<file path="src/rtl/flash_seq_pkg.sv">
package flash_seq_pkg;

   typedef enum logic [2:0] {
      OP_ID       = 3'd0,
      OP_SECT     = 3'd1,
      OP_BLK      = 3'd2,
      OP_CHIP     = 3'd3,
      OP_PROT_ON  = 3'd4,
      OP_PROT_OFF = 3'd5
   } op_e;

   typedef enum logic [2:0] {
      S_IDLE, S_WR, S_WAIT, S_RD, S_DET
   } st_e;

   typedef enum logic [1:0] {
      N_WR, N_RD, N_DONE
   } nxt_e;

   localparam logic [15:0] ADR_A     = 16'h5555;
   localparam logic [15:0] ADR_B     = 16'h2AAA;
   localparam logic [7:0]  CONT_CODE = 8'h7F;

endpackage

</file>
<file path="src/rtl/flash_seq_table.sv">
module flash_seq_table
   import flash_seq_pkg::*;
#(
   parameter int AW = 18
) (
   input  op_e           op,
   input  logic          exit_ph,
   input  logic [2:0]    idx,
   input  logic [AW-1:0] base,
   output logic [AW-1:0] addr,
   output logic [7:0]    data,
   output logic          last
);

   always_comb begin
      addr = AW'(ADR_A);
      data = 8'hFF;
      last = 1'b0;
      case (idx)
         3'd0: data = 8'hAA;
         3'd1: begin addr = AW'(ADR_B); data = 8'h55; end
         3'd2: begin
            if (op == OP_ID) begin
               data = exit_ph ? 8'hF0 : 8'h90;
               last = 1'b1;
            end else if (op == OP_PROT_ON) begin
               data = 8'hA0;
               last = 1'b1;
            end else begin
               data = 8'h80;
            end
         end
         3'd3: data = 8'hAA;
         3'd4: begin addr = AW'(ADR_B); data = 8'h55; end
         3'd5: begin
            last = 1'b1;
            case (op)
               OP_CHIP: data = 8'h10;
               OP_SECT: begin addr = base; data = 8'h30; end
               OP_BLK:  begin addr = base; data = 8'h50; end
               default: data = 8'h20;
            endcase
         end
         default: last = 1'b1;
      endcase
   end

endmodule

</file>
<file path="src/rtl/flash_seq_timer.sv">
module flash_seq_timer #(
   parameter int TW = 8
) (
   input  logic          clk,
   input  logic          rst_n,
   input  logic          load,
   input  logic [TW-1:0] load_val,
   output logic          zero
);

   logic [TW-1:0] cnt;

   always_ff @(posedge clk or negedge rst_n) begin
      if (!rst_n)          cnt <= '0;
      else if (load)       cnt <= load_val;
      else if (cnt != '0)  cnt <= cnt - 1'b1;
   end

   assign zero = (cnt == '0);

endmodule

</file>
<file path="src/rtl/flash_id_slot.sv">
module flash_id_slot
   import flash_seq_pkg::*;
(
   input  logic        clk,
   input  logic        rst_n,
   input  logic        clr,
   input  logic        cap_first,
   input  logic        cap_second,
   input  logic [7:0]  din,
   output logic [15:0] id,
   output logic        cont
);

   always_ff @(posedge clk or negedge rst_n) begin
      if (!rst_n) begin
         id   <= '0;
         cont <= 1'b0;
      end else if (clr) begin
         id   <= '0;
         cont <= 1'b0;
      end else if (cap_first) begin
         id   <= {8'h00, din};
         cont <= (din == CONT_CODE);
      end else if (cap_second) begin
         id   <= {id[7:0], din};
      end
   end

endmodule

</file>
<file path="src/rtl/flash_cmd_seq.sv">
module flash_cmd_seq
   import flash_seq_pkg::*;
#(
   parameter int AW     = 18,
   parameter int CLK_HZ = 50_000_000
) (
   input  logic          clk,
   input  logic          rst_n,
   input  logic          req_valid,
   input  logic [2:0]    req_op,
   input  logic [AW-1:0] req_addr,
   output logic          req_ready,
   output logic          busy,
   output logic          bus_valid,
   output logic          bus_we,
   output logic [AW-1:0] bus_addr,
   output logic [7:0]    bus_wdata,
   input  logic          bus_ready,
   input  logic [7:0]    bus_rdata,
   output logic          det_start,
   input  logic          det_done,
   output logic          id_valid,
   output logic [15:0]   mfr_id,
   output logic [15:0]   dev_id,
   output logic          parity_warn
);

   localparam int GAP_CYC    = (CLK_HZ / 100_000 > 0) ? CLK_HZ / 100_000 : 1;
   localparam int SETTLE_CYC = (CLK_HZ / 100 > 0)     ? CLK_HZ / 100     : 1;
   localparam int EXIT_CYC   = (CLK_HZ / 25_000 > 0)  ? CLK_HZ / 25_000  : 1;
   localparam int PROT_CYC   = (CLK_HZ / 5_000 > 0)   ? CLK_HZ / 5_000   : 1;
   localparam int TW         = $clog2(SETTLE_CYC + 1);

   if (AW < 16) begin : g_bad_aw
      $error("flash_cmd_seq: AW must cover the 16-bit command offsets");
   end
   if (CLK_HZ < 100_000) begin : g_bad_clk
      $error("flash_cmd_seq: CLK_HZ too low for the inter-write spacing");
   end

   st_e           state;
   nxt_e          nxt_q;
   op_e           op_q;
   logic [AW-1:0] base_q;
   logic          exit_q;
   logic [2:0]    idx_q;
   logic [1:0]    rd_q;
   logic          det_q;
   logic          idv_q;

   logic [AW-1:0] t_addr;
   logic [7:0]    t_data;
   logic          t_last;
   logic [AW-1:0] rd_addr;
   logic          acc, wr_acc, rd_acc, is_prot, op_ok, id_clr;
   logic          tmr_load, tmr_zero;
   logic [TW-1:0] tmr_val;
   logic [1:0]    rd_next;
   logic          rd_more;
   logic [15:0]   slot_id [2];
   logic [1:0]    slot_cont;

   flash_seq_table #(.AW(AW)) u_table (
      .op(op_q), .exit_ph(exit_q), .idx(idx_q), .base(base_q),
      .addr(t_addr), .data(t_data), .last(t_last)
   );

   flash_seq_timer #(.TW(TW)) u_timer (
      .clk(clk), .rst_n(rst_n), .load(tmr_load), .load_val(tmr_val), .zero(tmr_zero)
   );

   assign acc     = bus_valid && bus_ready;
   assign wr_acc  = (state == S_WR) && acc;
   assign rd_acc  = (state == S_RD) && acc;
   assign is_prot = (op_q == OP_PROT_ON) || (op_q == OP_PROT_OFF);
   assign op_ok   = (req_op <= 3'd5);
   assign id_clr  = (state == S_IDLE) && req_valid && (req_op == OP_ID);

   for (genvar i = 0; i < 2; i++) begin : g_slot
      flash_id_slot u_slot (
         .clk(clk), .rst_n(rst_n), .clr(id_clr),
         .cap_first(rd_acc && (rd_q == 2'(i))),
         .cap_second(rd_acc && (rd_q == 2'(i + 2))),
         .din(bus_rdata), .id(slot_id[i]), .cont(slot_cont[i])
      );
   end

   always_comb begin
      case (rd_q)
         2'd0:    rd_addr = AW'(16'h0000);
         2'd1:    rd_addr = AW'(16'h0001);
         2'd2:    rd_addr = AW'(16'h0100);
         default: rd_addr = AW'(16'h0101);
      endcase
   end

   always_comb begin
      rd_next = rd_q + 2'd1;
      rd_more = 1'b1;
      case (rd_q)
         2'd0: rd_next = 2'd1;
         2'd1: begin
            if (slot_cont[0])                rd_next = 2'd2;
            else if (bus_rdata == CONT_CODE) rd_next = 2'd3;
            else                             rd_more = 1'b0;
         end
         2'd2: begin
            if (slot_cont[1]) rd_next = 2'd3;
            else              rd_more = 1'b0;
         end
         default: rd_more = 1'b0;
      endcase
   end

   always_comb begin
      tmr_load = 1'b0;
      tmr_val  = '0;
      if (wr_acc) begin
         if (!t_last) begin
            tmr_load = !is_prot;
            tmr_val  = TW'(GAP_CYC - 1);
         end else if (op_q == OP_ID) begin
            tmr_load = 1'b1;
            tmr_val  = exit_q ? TW'(EXIT_CYC - 1) : TW'(SETTLE_CYC - 1);
         end else if (is_prot) begin
            tmr_load = 1'b1;
            tmr_val  = TW'(PROT_CYC - 1);
         end
      end
   end

   always_ff @(posedge clk or negedge rst_n) begin
      if (!rst_n) begin
         state  <= S_IDLE;
         nxt_q  <= N_WR;
         op_q   <= OP_ID;
         base_q <= '0;
         exit_q <= 1'b0;
         idx_q  <= '0;
         rd_q   <= '0;
         det_q  <= 1'b0;
         idv_q  <= 1'b0;
      end else begin
         det_q <= 1'b0;
         case (state)
            S_IDLE: if (req_valid && op_ok) begin
               op_q   <= op_e'(req_op);
               base_q <= req_addr;
               exit_q <= 1'b0;
               idx_q  <= '0;
               rd_q   <= '0;
               state  <= S_WR;
               if (req_op == OP_ID) idv_q <= 1'b0;
            end
            S_WR: if (acc) begin
               if (!t_last) begin
                  idx_q <= idx_q + 3'd1;
                  nxt_q <= N_WR;
                  state <= is_prot ? S_WR : S_WAIT;
               end else begin
                  idx_q <= '0;
                  if (op_q == OP_ID) begin
                     nxt_q <= exit_q ? N_DONE : N_RD;
                     state <= S_WAIT;
                  end else if (is_prot) begin
                     nxt_q <= N_DONE;
                     state <= S_WAIT;
                  end else begin
                     det_q <= 1'b1;
                     state <= S_DET;
                  end
               end
            end
            S_WAIT: if (tmr_zero) begin
               case (nxt_q)
                  N_WR:    state <= S_WR;
                  N_RD:    state <= S_RD;
                  default: begin
                     state <= S_IDLE;
                     if (op_q == OP_ID) idv_q <= 1'b1;
                  end
               endcase
            end
            S_RD: if (acc) begin
               if (rd_more) begin
                  rd_q <= rd_next;
               end else begin
                  exit_q <= 1'b1;
                  idx_q  <= '0;
                  state  <= S_WR;
               end
            end
            S_DET: if (det_done) state <= S_IDLE;
            default: state <= S_IDLE;
         endcase
      end
   end

   assign req_ready   = (state == S_IDLE);
   assign busy        = (state != S_IDLE);
   assign bus_valid   = (state == S_WR) || (state == S_RD);
   assign bus_we      = (state == S_WR);
   assign bus_addr    = (state == S_WR) ? t_addr : rd_addr;
   assign bus_wdata   = (state == S_WR) ? t_data : 8'h00;
   assign det_start   = det_q;
   assign id_valid    = idv_q;
   assign mfr_id      = slot_id[0];
   assign dev_id      = slot_id[1];
   assign parity_warn = idv_q && !(^slot_id[0][7:0]);

endmodule

</file>
<file path="config.mk">
export PLATFORM = sky130hd
export DESIGN_NAME = flash_cmd_seq
export DESIGN_NICKNAME = d
export VERILOG_FILES = /design/src/rtl/flash_seq_pkg.sv /design/src/rtl/flash_seq_table.sv /design/src/rtl/flash_seq_timer.sv /design/src/rtl/flash_id_slot.sv /design/src/rtl/flash_cmd_seq.sv
export SDC_FILE = /design/constraint.sdc
export NUM_CORES = 1
export LEC_CHECK = 0
export BUFFER_PORTS_ARGS = -buffer_cell sky130_fd_sc_hd__buf_2
export CAP_MARGIN = 15
export CORE_MARGIN = 1.5
export CORE_UTILIZATION = 50
export CTS_CLUSTER_DIAMETER = 80
export DETAILED_ROUTE_END_ITERATION = 12
export GPL_ROUTABILITY_DRIVEN = 0
export MAX_ROUTING_LAYER = met4
export PLACE_DENSITY_LB_ADDON = 0.12
export SLEW_MARGIN = 20
export SYNTH_ARGS = -nofsm -noshare
export SYNTH_HDL_FRONTEND = slang
export SYNTH_SLANG_ARGS = --single-unit
</file>
<file path="constraint.sdc">
create_clock -name clk -period 2.1 [get_ports clk]
set_input_delay 0.63 -clock clk [delete_from_list [all_inputs] [get_ports clk]]
set_output_delay 0.63 -clock clk [all_outputs]
set_load 0.01 [all_outputs]
</file>
* Word-level counts from Yosys, hierarchy flattened
Cells that the tools add are included. Widths: inputs -> output; s select.
Word-level totals: word-level logic and storage cells 176, register bits after elaboration 87, input bits 34
Operators by class: reductions and logical operators 45, equal/unequal tests 30, mux-type cells 83, magnitude comparators 1, add/sub/neg operators 3
Operators with widths (number):
- $mux 19 | 6
- $mux 16 | 6
- $mux 3 | 14
- $mux 18 | 2
- $pmux 18 s2 | 1
- $pmux 8 s4 | 1
- $pmux 9 s3 | 1
- $mux 1 | 26
- $mux 2 | 11
- $pmux 7 s3 | 1
- $logic_not 19->1 | 1
- $reduce_bool 19->1 | 1
- $sub 19x1->19 const B | 1
- $eq 3x2->1 const B | 6
- $mux 8 | 2
- $eq 3x3->1 const B | 5
- $pmux 3 s5 | 1
- $mux 14 | 1
- $ne 2x2->1 const B | 7
- $logic_not 3->1 | 4
- $reduce_and 6->1 | 2
- $reduce_bool 3->1 | 4
- $logic_and 1x1->1 | 11
- $reduce_bool 2->1 | 5
- 26 further kinds | 42

* Depth between registers and ports, before layout
depth after elaboration 8, gate-level depth with buffers 10, gate-level depth less buffers 7

* Hierarchy
From an unflattened synthesis, not the netlist that was laid out.
Second synthesis, totals: cells, all modules 505, area, all modules 5001.0 um^2
Modules (own cells, without submodules):
- flash_cmd_seq | area an instance 2047.0 um^2, times used 1, sequential area each 850.8 um^2, cells each 205
- flash_id_slot | area an instance 763.2 um^2, times used 2, sequential area each 425.4 um^2, cells each 68
- flash_seq_timer | area an instance 1059.8 um^2, times used 1, sequential area each 475.5 um^2, cells each 110
- flash_seq_table | area an instance 367.9 um^2, times used 1, sequential area each 0.0 um^2, cells each 54

* Worst setup path before layout
OpenSTA, ideal clock, no wires.
path type reg2out, from register idx_q[1], to output bus_addr[11], arrival time 1.782 ns, buffers on the path 0, setup slack -0.312 ns, stages on the path, launching flop included 7, path through dfrtp_1 > inv_1 > ha_1 > nand2_1 > nor3_1 > nand2_1 > a21oi_1
Between the ends: word-level cells in the longest chain between the ends 4
RTL lines:
- start, declared | line flash_cmd_seq.sv:46 | logic [2:0] idx_q;
- start signal, assigned | line flash_cmd_seq.sv:157 | idx_q <= idx_q + 3'd1;
- $eq 3x1->1 / $eq 3x3->1 (equally long branches) | line flash_seq_table.sv:19 | case (idx)
- $reduce_or 2->1 (no line)
- $pmux 18 s2 (*) | line flash_seq_table.sv:19
- $mux 18 (*) | line flash_cmd_seq.sv:203 | assign bus_addr = (state == S_WR) ? t_addr : rd_addr;
- end, declared | line flash_cmd_seq.sv:16 | output logic [AW-1:0] bus_addr,
Mark *: on every way between the ends. The rest lies on a longest branch, timed or not.

* Final worst setup path
from register idx_q[1], to output bus_addr[7]
The elaborated chain is that of the path after synthesis.

==> results_dict.tcl <==
set metrics [dict create \
    max_stage_delay_ns 0.46 \
    worstPathRequired_ns 1.47 \
    ys_types 58 \
    synth_common_cells "dfrtp_1 (87), nor2_1 (69), a21oi_1 (49)" \
    cts_sinks 87 \
    power_leakage_nw 3.299 \
    startpoint_type "flop" \
    ys_seq_elements 87 \
    synth.largest_area_cell "dfrtp_1" \
    place_ws_ns -0.1859 \
    clockBufferDepth 2 \
    portBuffers 98 \
    layout.area.seq_sq_um 2182 \
    core_area_sq_um 9639 \
    antenna_found_initial 0 \
    async_reset_ff_frac 1.000 \
    ys_warn_count 0 \
    num_antenna_cells 0 \
    drv_cap 0 \
    drc 0 \
    htree_levels 3 \
    syn_inst 527 \
    avgViaCountPerCell 5.448 \
    drt_wl_total_mm 13.52 \
    grt_pass1_vias 4457 \
    post-dp-hpwl_mm 9.477 \
    cp_cell_sequence "inv_4 > ha_4 > nand2_4 > buf_6 > nor3_4 > buf_6 > nand2_1 > a21oi_2 > buf_2" \
    netlist.area_leader.share 0.4422 \
    post_synth.cell_area_avg_sq_um 9.342 \
    netlist_top_cells_area "dfrtp_1 (44%), nor2_1 (5.3%), a21oi_1 (5.0%), mux2_2 (4.3%), mux2i_1 (4.3%)" \
    power.total_w 0.003055 \
    path_clk_slew_ns 0.09 \
    hold_path_class "input pin to asynchronous set/reset pin" \
    drtAntennaViolNets 0 \
    io_pins 99 \
    first_iter_violations 195 \
    start_util 0.5108 \
    syn_area_sq_um 4923 \
    die_w_microns 102.2 \
    n_fill_cell 769 \
    nNetsFinal 751 \
    rows 36 \
    drive_gt1_frac 0.4280 \
    arrival_ns 1.93 \
    placed_cells 802 \
    fin_skew_ns 0.009737 \
    synthesis.nets 574 \
    cts_hold_buffers 0 \
    syn_to_final_growth_pct 40.38 \
    synthMostInstantiatedCell "dfrtp_1" \
    path_common_cell "buf_6" \
    seq_area_frac_synth 0.4422 \
    grt_remaining_overflow 0 \
    grt_max_degree 36 \
    vias 4582 \
    fin_crit_sh 1.217 \
    slew-limit-headroom 0.6821 \
    period_needed_ns 2.556 \
    synth_edf_count 0 \
    slew_violations 0 \
    endpoint_kind "output port" \
    root_buffer "clkbuf_8" \
    vdd_drop_max_mv 0.3926 \
    path_class "flop to output port" \
    violations "setup timing" \
    setup_violations 37 \
    grt_pass1_wl_mm 21.99 \
    die-area_sq_um 10450 \
    final_cells 841 \
    finalWorstSetupSlack_ns -0.4562 \
    run_status "finished, violations left" \
    p_per_area_nw_per_um2 442.0 \
    grtUsageTotal 0.2795 \
    multiInputGateArea_sq_um 2947 \
    worst-path-max-fanout 5 \
    tightestPinTransition_ns 0.4694 \
    clk_latency_ns 0.38 \
    rsz0062_at_grt "yes" \
    crit_path_top_delay_cell "dfrtp_2" \
    die_h_microns 102.2 \
    cts_made_buffers 9 \
    ys.flop_type "dfrtp_1" \
    hold_viol_final 0 \
    wl_per_cell_microns 16.08 \
    clock.fmax_mhz 391.2 \
    dr.pass1.iters 4 \
    cts_tree "yes" \
]
## power breakdown
part | internal (W) | switching, W
Combinational | 0.0000997 | 0.000128
Clock | 0.000540 | 0.000604
Sequential | 0.00168 | 0.00000591
Total | 0.00232 | 0.000737
## final timing paths
kind | endpoint | slack (ns) | cells after the start | startpoint
setup / recovery | bus_addr[7] | -0.46 | 9 | idx_q[1]
hold / removal | base_q[15] | 0.16 | 1 | rst_n
setup reg to reg | state[1] | -0.08 | 6 | u_timer.cnt[0]
hold reg to reg | base_q[17] | 0.51 | 1 | base_q[17]
max in group asynchronous | base_q[6] | 1.42 | 2 | rst_n
min in group clk | base_q[9] | 0.47 | 2 | req_addr[9]
## cells by family after synthesis
| kind of cell | after synthesis | share of synthesized area |
|---|---|---|
| multiplexers | 40 | 0.08615 |
| AO/OA/AOI/OAI | 119 | 0.1548 |
| flip-flops | 87 | 0.4422 |
| buffers and inverters | 44 | 0.03685 |
| adder cells (fa/ha/maj) | 13 | 0.03304 |
| AND/OR/NAND/NOR | 204 | 0.2114 |
| XOR/XNOR | 20 | 0.03558 |
## per-stage QoR
stage | hold WS, ns | util | setup TNS (ns) | area, sq um
4_1_cts | 0.1682 | 0.6938 | -10.28 | 6688
2_1_floorplan | 0.3344 | - | -0.1696 | 4986
6_report | 0.1599 | 0.7170 | -10.84 | 6912
3_3_place_gp | 0.4837 | 0.6336 | -1.302 | 6107
3_5_place_dp | 0.4867 | 0.6336 | -3.396 | 6107
5_1_grt | 0.1768 | 0.7170 | -13.96 | 6912
## placed cells by master, fill, tap and decap left out, types with 5 or more instances in the layout
cell type	count
o21ai_0	8
mux2_2	19
buf_6	20
a21oi_2	7
a2bb2oi_1	7
inv_1	7
buf_4	79
nand2_1	32
mux2i_1	21
buf_2	91
nor3_1	9
nand3_1	14
xnor2_1	15
clkbuf_8	9
o21a_1	9
ha_4	6
inv_2	5
dfrtp_1	83
a21oi_1	41
nor2b_1	11
nand2b_1	15
buf_12	5
nor2_1	65
ha_1	7
o21ai_1	5
## layout make-up
cell class / count / share of cell area
sequential: 87 / 0.3157
multi-input combinational: 396 / 0.4263
inverter: 15 / 0.009232
clock buffer: 11 / 0.01901
tap: 133 / 0.02408
clock inverter: 4 / 0.006879
timing repair buffer: 195 / 0.1988
## worst max-delay path, delay by kind of cell, from the launching register on
family / cells / cell delay, ns
AOI/OAI and AO/OA: 1 / 0.11
adders and majority gates: 1 / 0.14
buffers and inverters: 4 / 0.52
and+or+nand+nor: 3 / 0.33
DFF: 1 / 0.46
## metal layers
| layer | vias to the layer above | wire length, microns | track usage |
|---|---|---|---|
| met3 | 13 | 627 | 0.04446 |
| met5 | - | 0 | - |
| met2 | 122 | 6843 | 0.4468 |
| met4 | 0 | 176 | 0.08641 |
| met1 | 2230 | 5876 | 0.3665 |
| li1 | 2217 | - | - |
## state kept, by name, summed over array words and instances, names as in the netlist
signal	cells
id_valid	1
idx_q	3
nxt_q	2
op_q	3
rd_q	2
g_slot.u_slot.cont	2
base_q	18
exit_q	1
u_timer.cnt	19
det_start	1
g_slot.u_slot.id	32
state	3
## timing repair
| item | CTS | global route |
|---|---|---|
| pin swaps | 32 | 21 |
| setup buffers | 15 | 9 |
| gates cloned | 2 | 0 |
| resized for setup | 65 | 40 |
| setup endpoints to repair | 46 | 55 |
Note: power is estimated with default switching activity, not from simulation.
